**config.mk**
```make
export PLATFORM = sky130hd
export DESIGN_NAME = fan_pwm_top
export DESIGN_NICKNAME = d
export VERILOG_FILES = /design/src/rtl/fan_pwm_pkg.sv /design/src/rtl/fan_pwm_regs.sv /design/src/rtl/fan_pwm_thresh.sv /design/src/rtl/fan_pwm_core.sv /design/src/rtl/fan_pwm_top.sv
export SDC_FILE = /design/constraint.sdc
export NUM_CORES = 1
export LEC_CHECK = 0
export BUFFER_PORTS_ARGS = -buffer_cell sky130_fd_sc_hd__buf_2
export CAP_MARGIN = 20
export CORE_MARGIN = 2
export CORE_UTILIZATION = 40
export CTS_CLUSTER_DIAMETER = 150
export DETAILED_ROUTE_END_ITERATION = 7
export GPL_TIMING_DRIVEN = 0
export PLACE_DENSITY_LB_ADDON = 0.15
export SETUP_SLACK_MARGIN = 0.5
export SYNTH_ARGS = -nofsm -noshare
export SYNTH_HDL_FRONTEND = slang
export SYNTH_SLANG_ARGS = --single-unit
```
**constraint.sdc**
```tcl
create_clock -name clk -period 22.2 [get_ports clk]
set_input_delay 1.11 -clock clk [delete_from_list [all_inputs] [get_ports clk]]
set_output_delay 1.11 -clock clk [all_outputs]
set_load 0.01 [all_outputs]
```
**src/rtl/fan_pwm_pkg.sv**
```systemverilog
// Package: fan_pwm_pkg
// Shared constants and the control-word layout for the fan PWM block.
// Assumes byte addressing with 32-bit words spaced four bytes apart.
package fan_pwm_pkg;
    localparam int WORD_W   = 32;
    localparam int DUTY_W   = 8;
    localparam int RPM_W    = 16;
    localparam int DUTY_MAX = (1 << DUTY_W) - 1;

    localparam int OFS_CTRL = 0;
    localparam int OFS_RPM  = 4;

    localparam int BIT_RUN  = 0;
    localparam int BIT_MODE = 1;
    localparam int DUTY_LSB = 16;

    typedef struct packed {
        logic [DUTY_W-1:0] duty;
        logic              mode;
        logic              run;
    } ctrl_t;
endpackage

```
**src/rtl/fan_pwm_regs.sv**
```systemverilog
// Module: fan_pwm_regs
// Register file: the control word and the maximum-RPM word.
// Writes use a single-cycle strobe. Reads are combinational.
// Unmapped addresses ignore writes and read as zero.
module fan_pwm_regs
    import fan_pwm_pkg::*;
#(
    parameter int ADDR_W    = 8,
    parameter int RPM_RESET = 4000
) (
    input  logic                clk,
    input  logic                rst_n,
    input  logic                wr_en,
    input  logic [ADDR_W-1:0]   addr,
    input  logic [WORD_W-1:0]   wdata,
    output logic [WORD_W-1:0]   rdata,
    output ctrl_t               ctrl_o,
    output logic [RPM_W-1:0]    rpm_o
);
    localparam logic [ADDR_W-1:0] A_CTRL = ADDR_W'(OFS_CTRL);
    localparam logic [ADDR_W-1:0] A_RPM  = ADDR_W'(OFS_RPM);

    ctrl_t            ctrl_q;
    logic [RPM_W-1:0] rpm_q;
    logic             hit_ctrl;
    logic             hit_rpm;

    // Address decode for the two mapped words.
    assign hit_ctrl = (addr == A_CTRL);
    assign hit_rpm  = (addr == A_RPM);

    // Register update on a strobed write to a mapped word.
    always_ff @(posedge clk) begin
        if (!rst_n) begin
            ctrl_q <= '0;
            rpm_q  <= RPM_W'(RPM_RESET);
        end else if (wr_en) begin
            if (hit_ctrl) begin
                ctrl_q.run  <= wdata[BIT_RUN];
                ctrl_q.mode <= wdata[BIT_MODE];
                ctrl_q.duty <= wdata[DUTY_LSB +: DUTY_W];
            end
            if (hit_rpm) begin
                rpm_q <= wdata[RPM_W-1:0];
            end
        end
    end

    // Read multiplexer; unused bits and unmapped addresses give zero.
    always_comb begin
        rdata = '0;
        if (hit_ctrl) begin
            rdata[BIT_RUN]               = ctrl_q.run;
            rdata[BIT_MODE]              = ctrl_q.mode;
            rdata[DUTY_LSB +: DUTY_W]    = ctrl_q.duty;
        end else if (hit_rpm) begin
            rdata[RPM_W-1:0] = rpm_q;
        end
    end

    assign ctrl_o = ctrl_q;
    assign rpm_o  = rpm_q;
endmodule

```
**src/rtl/fan_pwm_thresh.sv**
```systemverilog
// Module: fan_pwm_thresh
// Scales the duty setting onto the period: thr = floor(duty * PERIOD_CYC / 255).
// Purely combinational, and division by a constant only.
module fan_pwm_thresh
    import fan_pwm_pkg::*;
#(
    parameter int CNT_W      = 8,
    parameter int PERIOD_CYC = 255
) (
    input  logic [DUTY_W-1:0] duty_i,
    output logic [CNT_W-1:0]  thr_o
);
    localparam int PW = CNT_W + DUTY_W;
    localparam logic [PW-1:0] PER_V = PW'(PERIOD_CYC);
    localparam logic [PW-1:0] DIV_V = PW'(DUTY_MAX);

    logic [PW-1:0] prod;
    logic [PW-1:0] quot;

    // Product and quotient; the quotient never exceeds PERIOD_CYC.
    always_comb begin
        prod  = PW'(duty_i) * PER_V;
        quot  = prod / DIV_V;
        thr_o = quot[CNT_W-1:0];
    end
endmodule

```
**src/rtl/fan_pwm_core.sv**
```systemverilog
// Module: fan_pwm_core
// Period counter and duty compare.
// Assumes run_i comes from a register. The threshold is latched when a
// period starts, so a duty change takes effect at the next boundary.
module fan_pwm_core #(
    parameter int CNT_W      = 8,
    parameter int PERIOD_CYC = 255
) (
    input  logic             clk,
    input  logic             rst_n,
    input  logic             run_i,
    input  logic [CNT_W-1:0] thr_i,
    output logic             pwm_o,
    output logic             act_o,
    output logic [CNT_W-1:0] cnt_o,
    output logic [CNT_W-1:0] thr_o
);
    localparam logic [CNT_W-1:0] LAST = CNT_W'(PERIOD_CYC - 1);

    logic             act_q;
    logic [CNT_W-1:0] cnt_q;
    logic [CNT_W-1:0] thr_q;

    // Period position, and the threshold latched at each period start.
    always_ff @(posedge clk) begin
        if (!rst_n) begin
            act_q <= 1'b0;
            cnt_q <= '0;
            thr_q <= '0;
        end else if (!run_i) begin
            act_q <= 1'b0;
            cnt_q <= '0;
        end else if (!act_q || cnt_q == LAST) begin
            act_q <= 1'b1;
            cnt_q <= '0;
            thr_q <= thr_i;
        end else begin
            cnt_q <= cnt_q + 1'b1;
        end
    end

    // Active-high compare, gated by the run bit.
    assign pwm_o = run_i && act_q && (cnt_q < thr_q);
    assign act_o = act_q;
    assign cnt_o = cnt_q;
    assign thr_o = thr_q;
endmodule

```
**src/rtl/fan_pwm_top.sv**
```systemverilog
// Module: fan_pwm_top
// Single-channel fan PWM with a register port and a fixed 40 ms period.
// Assumes CLK_HZ * 40 / 1000 >= 1. The mode and max-RPM fields are stored
// for software but do not shape the output.
module fan_pwm_top
    import fan_pwm_pkg::*;
#(
    parameter int CLK_HZ    = 50_000_000,
    parameter int PERIOD_MS = 40,
    parameter int ADDR_W    = 8,
    parameter int RPM_RESET = 4000
) (
    input  logic              clk,
    input  logic              rst_n,
    input  logic              wr_en,
    input  logic [ADDR_W-1:0] addr,
    input  logic [31:0]       wdata,
    output logic [31:0]       rdata,
    output logic              pwm_o
);
    localparam longint PERIOD_L   = (longint'(CLK_HZ) * PERIOD_MS) / 1000;
    localparam int     PERIOD_CYC = int'(PERIOD_L);
    localparam int     CNT_W      = $clog2(PERIOD_CYC + 1);

    ctrl_t            ctrl_w;
    logic [RPM_W-1:0] rpm_w;
    logic [CNT_W-1:0] thr_live_w;
    logic [CNT_W-1:0] cnt_w;
    logic [CNT_W-1:0] thr_w;
    logic             act_w;

    fan_pwm_regs #(.ADDR_W(ADDR_W), .RPM_RESET(RPM_RESET)) i_regs (
        .clk(clk), .rst_n(rst_n), .wr_en(wr_en), .addr(addr),
        .wdata(wdata), .rdata(rdata), .ctrl_o(ctrl_w), .rpm_o(rpm_w)
    );

    fan_pwm_thresh #(.CNT_W(CNT_W), .PERIOD_CYC(PERIOD_CYC)) i_thresh (
        .duty_i(ctrl_w.duty), .thr_o(thr_live_w)
    );

    fan_pwm_core #(.CNT_W(CNT_W), .PERIOD_CYC(PERIOD_CYC)) i_core (
        .clk(clk), .rst_n(rst_n), .run_i(ctrl_w.run), .thr_i(thr_live_w),
        .pwm_o(pwm_o), .act_o(act_w), .cnt_o(cnt_w), .thr_o(thr_w)
    );
endmodule

```
==> metrics.yaml, run 1 <==
drt_iter0_drc: 969
drive_gt1_frac: 0.143
syn2layout_area_growth_pct: 10.3
dieHeight_um: 175
grt_usage: 0.220
grt_max_degree: 14
cap_violations: 0
r2r_cells: 70
drtAntennaViolNets: 0
clock_skew_ns: 0.00874
cp-start-kind: "flip-flop"
synth_area_um2: 11700
fin_crit_ns: 20.11
cts_tree: "done"
dieArea_um2: 30600
route.vias.total: 12100
arrival_ns: 20.32
hold_buffers: 0
grtUsageMet3: 0.0294
cp_slowest_cell: "dfxtp_1"
period_share: 0.906
totalNegativeSetupSlack_ns: 0
antennaDiodeCount: 0
required_ns: 22.41
clock_latency_ns: 0.34
synth_fa_ha_area_frac: 0.120
crit_top_cell: "ha_1"
p_per_area_nw_per_um2: 35.4
max_stage_delay_ns: 0.61
routabilityCongestion: 0.891
busiest_layer: "met2"
avgSynthCellArea_um2: 7.52
drt-pass1-iter-count: 5
clock-sinks: 69
layout_common_cells: "145 x nand2_1, 109 x nor2_1, 106 x a21oi_1, 85 x ha_1, 82 x inv_1"
final_common_cell: "nand2_1"
setup_viol: 0
rsz0062_at_grt: "no"
vias_per_cell: 5.97
status: "completed"
htreeDepth: 3
drt_wl_total_um: 34700
crit_fanout: 10
cts_buffers: 9
critPathTopFamily: "compound AO/OA/AOI/OAI gates"
worst_hold_path_type: "flip-flop to flip-flop"
synth_top_family_by_area: "compound AO/OA/AOI/OAI gates"
nFillCells: 2968
num_rows: 62
synth_edf_count: 0
port_buffers: 57
whs_path_depth: 2
gr-total-overflow: 0
synthSimpleGateAreaFrac: 0.284
clockBufferDepth: 2
irDropWorstVdd_mv: 0.0366
synthArstFlopShare: 0
fin_util: 0.449
maxSlewViolCount: 0
timing.fmax_ghz: 0.0497
worst_pin_slew_ns: 0.870
grt_use_met1: 0.328
yosysSeqAreaShare: 0.118
crit_cells: 70
post_drt_wl_per_cell_um: 17.2
end_kind: "flip-flop"
die_w_um: 175
crit_type: "flip-flop to flip-flop"
grt_pass1_vias: 10800
initial_utilization: 0.407
ys.flop_type: "dfxtp_1"
io_pins: 76
core-area_um2: 28700
slew_headroom: 0.420
nNetsFinal: 1774
grt_pass1_wl_um: 56200
gr-usage-met2: 0.338
leakage_nw: 5.02
netlist_instances: 1553
synth_seq_cells: 69
synth_mux_area_frac: 0.0224
drc: 0
synth_xor_area_frac: 0.0547
synth_compound_area_frac: 0.334
dpl.hpwl_um: 28000
clkTransAtPathRegs_ns: 0.06
synth.distinct_cells: 130
antenna_found_initial: 1
cts_root_buffer: "clkbuf_16"
yosys_warnings: 0
finalHoldViolCount: 0
cp_num_buf_inv: 8
final cells by class:
| cell class | count | area [um2] | share of cell area |
|---|---|---|---|
| Clock buffer | 10 | 239 | 0.0186 |
| Tap cell | 384 | 480 | 0.0373 |
| Clock inverter | 6 | 93.8 | 0.00729 |
| Timing Repair Buffer | 58 | 293 | 0.0227 |
| Buffer | 69 | 463 | 0.0359 |
| Sequential cell | 69 | 1380 | 0.107 |
| Multi-Input combinational cell | 1339 | 9620 | 0.747 |
| Inverter | 83 | 312 | 0.0242 |
path summary, 6_finish.rpt:
path / start / to / slack [ns]
worst max-delay path: i_regs.ctrl_o[6] / i_core.thr_o[0] / 2.09
worst min-delay path: i_regs.rpm_o[15] / i_regs.rpm_o[15] / 0.45
worst max register to register: i_regs.ctrl_o[6] / i_core.thr_o[0] / 2.09
worst min register to register: i_regs.rpm_o[15] / i_regs.rpm_o[15] / 0.45
report_power, final:
part / switching (W) / internal (W)
logic: 0.0000999 / 0.0000689
registers: 0.000000617 / 0.000125
clock network: 0.0000589 / 0.000102
total: 0.000159 / 0.000296
registers in the layout, summed over array words and instances, names as in the netlist:
| register | cells |
|---|---|
| i_core.act_o | 1 |
| i_core.cnt_o | 21 |
| i_regs.rpm_o | 16 |
| i_regs.ctrl_o | 10 |
| i_core.thr_o | 21 |
cells in the mapped netlist, types with 10 or more instances:
| cell | number | share of area |
|---|---|---|
| a21oi_1 | 108 | 0.046 |
| or2_2 | 14 | 0.0075 |
| a21o_1 | 18 | 0.012 |
| a211oi_1 | 37 | 0.024 |
| and3_1 | 24 | 0.013 |
| o21a_1 | 20 | 0.013 |
| o21ai_0 | 58 | 0.025 |
| fa_1 | 17 | 0.029 |
| mux2i_1 | 19 | 0.016 |
| o211ai_1 | 27 | 0.017 |
| dfxtp_1 | 69 | 0.12 |
| nand2b_1 | 15 | 0.0080 |
| nor4_1 | 18 | 0.0096 |
| o211a_1 | 11 | 0.0094 |
| buf_4 | 29 | 0.019 |
| nor2b_1 | 11 | 0.0059 |
| nor3_1 | 54 | 0.023 |
| and2_1 | 39 | 0.021 |
| or3_1 | 14 | 0.0075 |
| ha_1 | 85 | 0.091 |
| clkbuf_1 | 21 | 0.0067 |
| a31o_2 | 10 | 0.0075 |
| nand3_1 | 77 | 0.033 |
| a31oi_1 | 27 | 0.014 |
| nor2_1 | 109 | 0.035 |
| xnor2_1 | 36 | 0.027 |
| o21ai_1 | 19 | 0.0081 |
| o31ai_1 | 14 | 0.0090 |
| xor2_1 | 28 | 0.021 |
| inv_1 | 82 | 0.026 |
| o2111ai_1 | 12 | 0.0090 |
| nand4_1 | 24 | 0.013 |
| nand2_1 | 145 | 0.047 |
tightest hold or removal path: stages, from the launching register on:
cell and delay, ns:
dfxtp_1 0.30, nand2_1 0.05, a21oi_1 0.05
cell families (layout without fill, tap and decap cells):
logic type / Yosys count / after routing
simple gates: 619 / 619
fa+ha+maj: 102 / 102
other cells: 1 / 8
buf+inv: 152 / 226
flops: 69 / 69
mux: 25 / 25
compound gates: 517 / 517
xor+xnor: 68 / 68
metrics by stage:
stage	hold slack, ns	std cells	power, W	area, um2	worst slack (ns)
floorplan	0.430	1560	0.000260	11700	4.77
global route	0.471	2018	0.000480	12900	0.531
CTS	0.451	2017	0.000456	12800	1.68
detailed placement	0.443	2001	0.000293	12500	1.81
finish	0.451	2018	0.000455	12900	2.09
global placement	0.437	2001	0.000293	12500	1.75
timing repair:
action | CTS | global route
buffers inserted | 0 | 1
gates resized for setup | 0 | 10
endpoints found under the setup margin | 0 | 2
endpoints found under the hold margin | 0 | 0
routing by layer:
| layer | share of wire | routed length (um) |
|---|---|---|
| met3 | 0.061 | 2100 |
| met1 | 0.49 | 17100 |
| met5 | 0 | 0 |
| met4 | 0.012 | 431 |
| met2 | 0.43 | 15000 |
No activity file was read; power rests on OpenSTA's default activity.
==> run 2, diff against run 1 <==
--- a/config.mk
+++ b/config.mk
@@ -12,7 +12,9 @@
 export CTS_CLUSTER_DIAMETER = 150
 export DETAILED_ROUTE_END_ITERATION = 7
 export GPL_TIMING_DRIVEN = 0
+export MAX_ROUTING_LAYER = met4
 export PLACE_DENSITY_LB_ADDON = 0.15
+export RECOVER_POWER = 100
 export SETUP_SLACK_MARGIN = 0.5
 export SYNTH_ARGS = -nofsm -noshare
 export SYNTH_HDL_FRONTEND = slang
==> run 2 against run 1 <==
Net effect: sequential power about the same; worst hold slack barely moved; clock power decreased by 8%; sequential share of layout area about the same; die area unchanged; first-iteration DRC count decreased by 2.6%; final area is 0.39% lower; maximum frequency down 1.7%; critical path depth is 4 higher; wire length grew 1.2%; via count increased by 0.94%; critical endpoint is now i_core.thr_o[1]; largest power group unchanged.
==> metrics.yaml, run 2 (synthesis results as in run 1) <==
core-area_um2: 28700  # unchanged
setup_viol: 0  # unchanged
fin_ws_ns: 1.74  # was 2.09 ns
drt-pass1-iter-count: 6  # was 5
cap_violations: 0  # unchanged
post_drt_wl_per_cell_um: 17.4  # was 17.2 um
cp_slowest_cell: "dfxtp_1"  # unchanged
power_w: 0.000443  # was 0.000455 W
fin_crit_ns: 20.46  # was 20.11 ns
worst_hold_path_type: "flip-flop to flip-flop"  # unchanged
crit_fanout: 10  # unchanged
arrival_ns: 20.65  # was 20.32 ns
grt_max_degree: 13  # was 14
status: "completed"  # unchanged
clock_latency_ns: 0.34  # about the same
port_buffers: 57  # unchanged
cts_buffers: 9  # unchanged
clock_skew_ns: 0.00849  # was 0.00874 ns
dieHeight_um: 175  # unchanged
cp-start-kind: "flip-flop"  # unchanged
p_per_area_nw_per_um2: 34.5  # was 35.4 nW/um2
required_ns: 22.39  # was 22.41 ns
grt_pass1_wl_um: 57100  # was 56200 um
max_stage_delay_ns: 0.62  # was 0.61 ns
cts_root_buffer: "clkbuf_16"  # unchanged
clock-sinks: 69  # unchanged
irDropWorstVdd_mv: 0.0345  # was 0.0366 mV
timing.fmax_ghz: 0.0489  # was 0.0497 GHz
drive_gt1_frac: 0.131  # was 0.143
slew_headroom: 0.226  # was 0.420
drt_wl_total_um: 35100  # was 34700 um
totalNegativeSetupSlack_ns: 0  # unchanged
layout_common_cells: "145 x nand2_1, 109 x nor2_1, 108 x a21oi_1, 85 x ha_1, 82 x inv_1"  # was 145 x nand2_1, 109 x nor2_1, 106 x a21oi_1, 85 x ha_1, 82 x inv_1
clkTransAtPathRegs_ns: 0.06  # about the same
drc: 0  # unchanged
num_rows: 62  # unchanged
crit_type: "flip-flop to flip-flop"  # unchanged
dieArea_um2: 30600  # unchanged
end_kind: "flip-flop"  # unchanged
io_pins: 76  # unchanged
final_common_cell: "nand2_1"  # unchanged
grt_pass1_vias: 10900  # was 10800
dpl.hpwl_um: 28200  # was 28000 um
nNetsFinal: 1775  # was 1774
gr-total-overflow: 0  # unchanged
drtAntennaViolNets: 0  # unchanged
drt_iter0_drc: 944  # was 969
syn2layout_area_growth_pct: 9.86  # was 10.3%
die_w_um: 175  # unchanged
fin_util: 0.447  # was 0.449
grt_usage: 0.230  # was 0.220
cts_tree: "done"  # unchanged
route.vias.total: 12200  # was 12100
htreeDepth: 3  # unchanged
rsz0062_at_grt: "no"  # unchanged
routabilityCongestion: 0.914  # was 0.891
initial_utilization: 0.407  # unchanged
holdWs_ns: 0.451  # about the same
dp_slack_ns: 1.71  # was 1.81 ns
maxSlewViolCount: 0  # unchanged
antenna_found_initial: 1  # unchanged
clockBufferDepth: 2  # unchanged
leakage_nw: 4.93  # was 5.02 nW
vias_per_cell: 6.02  # was 5.97
finalHoldViolCount: 0  # unchanged
period_share: 0.922  # was 0.906
worst_pin_slew_ns: 1.15  # was 0.870 ns
run 2: cell count changes in the layout (fill, tap and decap cells not counted), moves of 2 or more:
cell / before / now
clkbuf_1: 21 / 40
and2_1: 39 / 28
buf_2: 64 / 48
clkinv_4: 2 / 0
and2_0: 1 / 12
a21oi_1: 106 / 108
a21oi_2: 3 / 1
run 2: worst max-delay path, delay by kind of cell, from the launching register on:
family	cells	cell delay (ns)
DFF	1	0.62
muxes	2	0.64
and+or+nand+nor	24	5.96
adders and majority gates	7	2.67
xor gates and xnor gates	4	1.29
buffers and inverters	11	1.72
AOI/OAI and AO/OA	26	7.36
run 2: what timing repair did:
action | CTS | global route
setup endpoints to repair | 0 | 2
hold buffers | 0 | 0
hold endpoints to repair | 0 | 0
buffers inserted | 0 | 2
resized for setup | 0 | 11
run 2: per-layer routing:
| metal | vias to the layer above | share of wire | global-route usage | wire [um] |
|---|---|---|---|---|
| met5 | - | 0 | - | 0 |
| li1 | 6040 | - | - | - |
| met1 | 5730 | 0.51 | 0.334 | 17800 |
| met3 | 36 | 0.049 | 0.0226 | 1720 |
| met2 | 357 | 0.44 | 0.351 | 15300 |
| met4 | 0 | 0.0086 | 0.0313 | 301 |
run 2: path summary, 6_finish.rpt:
kind / start / end / slack (ns) / depth (start not counted)
min reg2reg: i_regs.rpm_o[13] / i_regs.rpm_o[13] / 0.45 / 2
max: i_regs.ctrl_o[6] / i_core.thr_o[1] / 1.74 / 74
max reg2reg: i_regs.ctrl_o[6] / i_core.thr_o[1] / 1.74 / 74
min: i_regs.rpm_o[13] / i_regs.rpm_o[13] / 0.45 / 2
run 2: area by class of cell:
cell class                      instances  area [um2]
Fill cell                            3002       15900
Multi-Input combinational cell       1339        9620
Sequential cell                        69        1380
Tap cell                              384         480
Buffer                                 69         452
Inverter                               83         312
Timing Repair Buffer                   59         280
Clock buffer                           11         243
Clock inverter                          5        58.8
Antenna cell                            1        2.50
run 2: report_power, final:
| group | leakage, nW | switching, W | internal, W |
|---|---|---|---|
| Combinational | 4.23 | 0.000101 | 0.0000686 |
| Sequential | 0.556 | 0.000000620 | 0.000125 |
| Clock | 0.142 | 0.0000577 | 0.0000903 |
run 2: per-stage QoR:
stage,instance area (um2),instances
after floorplan,11700,1560
after global placement,12500,2001
after detailed placement,12500,2001
after CTS,12800,2017
after global routing,12800,2020
final,12800,2020
==> run 3, diff against run 2 <==
--- a/config.mk
+++ b/config.mk
@@ -8,14 +8,15 @@
 export BUFFER_PORTS_ARGS = -buffer_cell sky130_fd_sc_hd__buf_2
 export CAP_MARGIN = 20
 export CORE_MARGIN = 2
-export CORE_UTILIZATION = 40
+export CORE_UTILIZATION = 60
 export CTS_CLUSTER_DIAMETER = 150
 export DETAILED_ROUTE_END_ITERATION = 7
 export GPL_TIMING_DRIVEN = 0
 export MAX_ROUTING_LAYER = met4
-export PLACE_DENSITY_LB_ADDON = 0.15
+export PLACE_DENSITY = 0.79
 export RECOVER_POWER = 100
 export SETUP_SLACK_MARGIN = 0.5
+export SLEW_MARGIN = 10
 export SYNTH_ARGS = -nofsm -noshare
 export SYNTH_HDL_FRONTEND = slang
 export SYNTH_SLANG_ARGS = --single-unit
==> run 3 against run 2 <==
Net effect: global-route usage rose by 9.4 points; core utilization up 21 points; worst setup slack worse by 0.26 ns; first-iteration DRC count up 9.3%.
==> metrics.yaml, run 3 (synthesis results as in run 1) <==
worst_pin_slew_ns: 0.910  # was 1.15 ns
endpoint: "i_core.thr_o[1]"  # unchanged
worst_hold_path_type: "flip-flop to flip-flop"  # unchanged
drt_iter0_drc: 1032  # was 944
drt-pass1-iter-count: 5  # was 6
core-area_um2: 19300  # was 28700 um2
totalNegativeSetupSlack_ns: 0  # unchanged
dieArea_um2: 20600  # was 30600 um2
htreeDepth: 3  # unchanged
clock-sinks: 69  # unchanged
stdcell_count: 1901  # was 2020
gr-total-overflow: 0  # unchanged
routabilityCongestion: 0.996  # was 0.914
r2r_start: "i_regs.ctrl_o[6]"  # unchanged
seqPwrFrac: 0.283  # about the same
cts_root_buffer: "clkbuf_16"  # unchanged
cap_violations: 0  # unchanged
final_common_cell: "nand2_1"  # unchanged
p_per_area_nw_per_um2: 35.2  # was 34.5 nW/um2
finalHoldViolCount: 0  # unchanged
drt_wl_total_um: 33100  # was 35100 um
io_pins: 76  # unchanged
drive_gt1_frac: 0.128  # was 0.131
clock_latency_ns: 0.34  # about the same
nNetsFinal: 1776  # was 1775
antennaDiodeCount: 0  # was 1
leakage_nw: 4.92  # was 4.93 nW
startpoint: "i_regs.ctrl_o[6]"  # unchanged
crit_fanout: 10  # unchanged
drtAntennaViolNets: 0  # unchanged
initial_utilization: 0.606  # was 0.407
layout_common_cells: "145 x nand2_1, 109 x nor2_1, 108 x a21oi_1, 85 x ha_1, 82 x inv_1"  # unchanged
p_switching_w: 0.000160  # was 0.000159 W
p_comb_frac: 0.383  # about the same
cp_slowest_cell: "nor4_1"  # was dfxtp_1
irDropWorstVdd_mv: 0.0451  # was 0.0345 mV
grt_use_met1: 0.434  # was 0.334
gr-usage-met2: 0.510  # was 0.351
p_int_w: 0.000284  # about the same
cts_tree: "done"  # unchanged
grt_pass1_wl_um: 53800  # was 57100 um
busiest_layer: "met2"  # unchanged
clock_skew_ns: 0.00489  # was 0.00849 ns
route.vias.total: 12500  # was 12200
timing.fmax_ghz: 0.0483  # was 0.0489 GHz
period_share: 0.933  # was 0.922
syn2layout_area_growth_pct: 8.18  # was 9.86%
p_sw_frac: 0.360  # about the same
nFillCells: 1756  # was 3002
clockBufferDepth: 2  # unchanged
post_drt_wl_per_cell_um: 17.4  # about the same
required_ns: 22.40  # was 22.39 ns
cp-start-kind: "flip-flop"  # unchanged
maxSlewViolCount: 0  # unchanged
rsz0062_at_grt: "no"  # unchanged
dp_slack_ns: 1.94  # was 1.71 ns
grt_max_degree: 14  # was 13
slew_headroom: 0.389  # was 0.226
whs_path_depth: 2  # unchanged
end_kind: "flip-flop"  # unchanged
place_inst: 1882  # was 2001
clkTransAtPathRegs_ns: 0.06  # about the same
die_w_um: 144  # was 175 um
dpl.hpwl_um: 26400  # was 28200 um
setup_viol: 0  # unchanged
vias_per_cell: 6.58  # was 6.02
r2r_setup_slack_ns: 1.48  # was 1.74 ns
r2r_cells: 72  # was 74
num_rows: 51  # was 62
cts_buffers: 9  # unchanged
crit_type: "flip-flop to flip-flop"  # unchanged
fin_ws_ns: 1.48  # was 1.74 ns
grt_usage: 0.324  # was 0.230
max_stage_delay_ns: 0.67  # was 0.62 ns
grtUsageMet3: 0.0490  # was 0.0226
power_w: 0.000445  # was 0.000443 W
drc: 0  # unchanged
arrival_ns: 20.92  # was 20.65 ns
grt_pass1_vias: 11100  # was 10900
antenna_found_initial: 0  # was 1
fin_crit_ns: 20.72  # was 20.46 ns
clkPwrFrac: 0.335  # was 0.334
port_buffers: 57  # unchanged
status: "completed"  # unchanged
dieHeight_um: 144  # was 175 um
r2r-end: "i_core.thr_o[1]"  # unchanged
-- run 3: cell count changes in the layout (fill, tap and decap cells not counted), sizes merged --
cell / change
clkinv: +3
clkinvlp: -2
buf: -1
clkbuf: +1
diode: -1
-- run 3: routing by layer --
layer	vias to the layer above	wire length [um]
met1	5869	15000
met4	0	924
met5	-	0
met2	510	14900
li1	6049	-
met3	76	2250
-- run 3: power by group through the flow --
stage	logic (W)	clock network [W]	registers, W
5_1_grt	0.000186	0.000156	0.000126
3_3_place_gp	0.000163	0	0.000128
6_report	0.000170	0.000149	0.000126
2_1_floorplan	0.000132	0	0.000128
4_1_cts	0.000167	0.000150	0.000126
3_5_place_dp	0.000165	0	0.000128
-- run 3: critical path: cells and delay by family (launching register included) --
family | cells | cell delay (ns)
adder cells (fa/ha/maj) | 7 | 2.69
XOR/XNOR | 3 | 1.37
flip-flops | 1 | 0.60
AND/OR/NAND/NOR | 28 | 7.17
AO/OA/AOI/OAI | 23 | 6.67
buffers and inverters | 9 | 1.41
multiplexers | 2 | 0.62
-- run 3: metrics by stage --
step                      utilization  cell area, um2  hold WS (ns)
after global routing            0.656           12600         0.479
final                           0.656           12600         0.449
after CTS                       0.655           12600         0.450
after global placement          0.639           12300         0.439
after floorplan                     -           11700         0.430
after detailed placement        0.639           12300         0.442
-- run 3: worst min path at each step --
stage                           startpoint                to  slack (ns)
after floorplan           i_regs.rpm_o[10]  i_regs.rpm_o[10]        0.43
after global placement     i_regs.rpm_o[3]   i_regs.rpm_o[3]        0.44
after detailed placement   i_regs.rpm_o[4]   i_regs.rpm_o[4]        0.44
after CTS                  i_regs.rpm_o[4]   i_regs.rpm_o[4]        0.45
after global routing       i_regs.rpm_o[4]   i_regs.rpm_o[4]        0.48
final                      i_regs.rpm_o[4]   i_regs.rpm_o[4]        0.45
-- run 3: final cells by class --
cell class,instances,area (um2),area share
Buffer,69,452,0.0357
Clock buffer,10,239,0.0189
Clock inverter,6,70.1,0.00555
Inverter,83,312,0.0247
Multi-Input combinational cell,1339,9560,0.757
Sequential cell,69,1380,0.109
Tap cell,265,332,0.0262
Timing Repair Buffer,60,285,0.0226
-- run 3: repair_timing --
item	in CTS	in global routing
buffers inserted	0	3
hold buffers	0	0
resized for setup	0	3
setup endpoints to repair	0	2
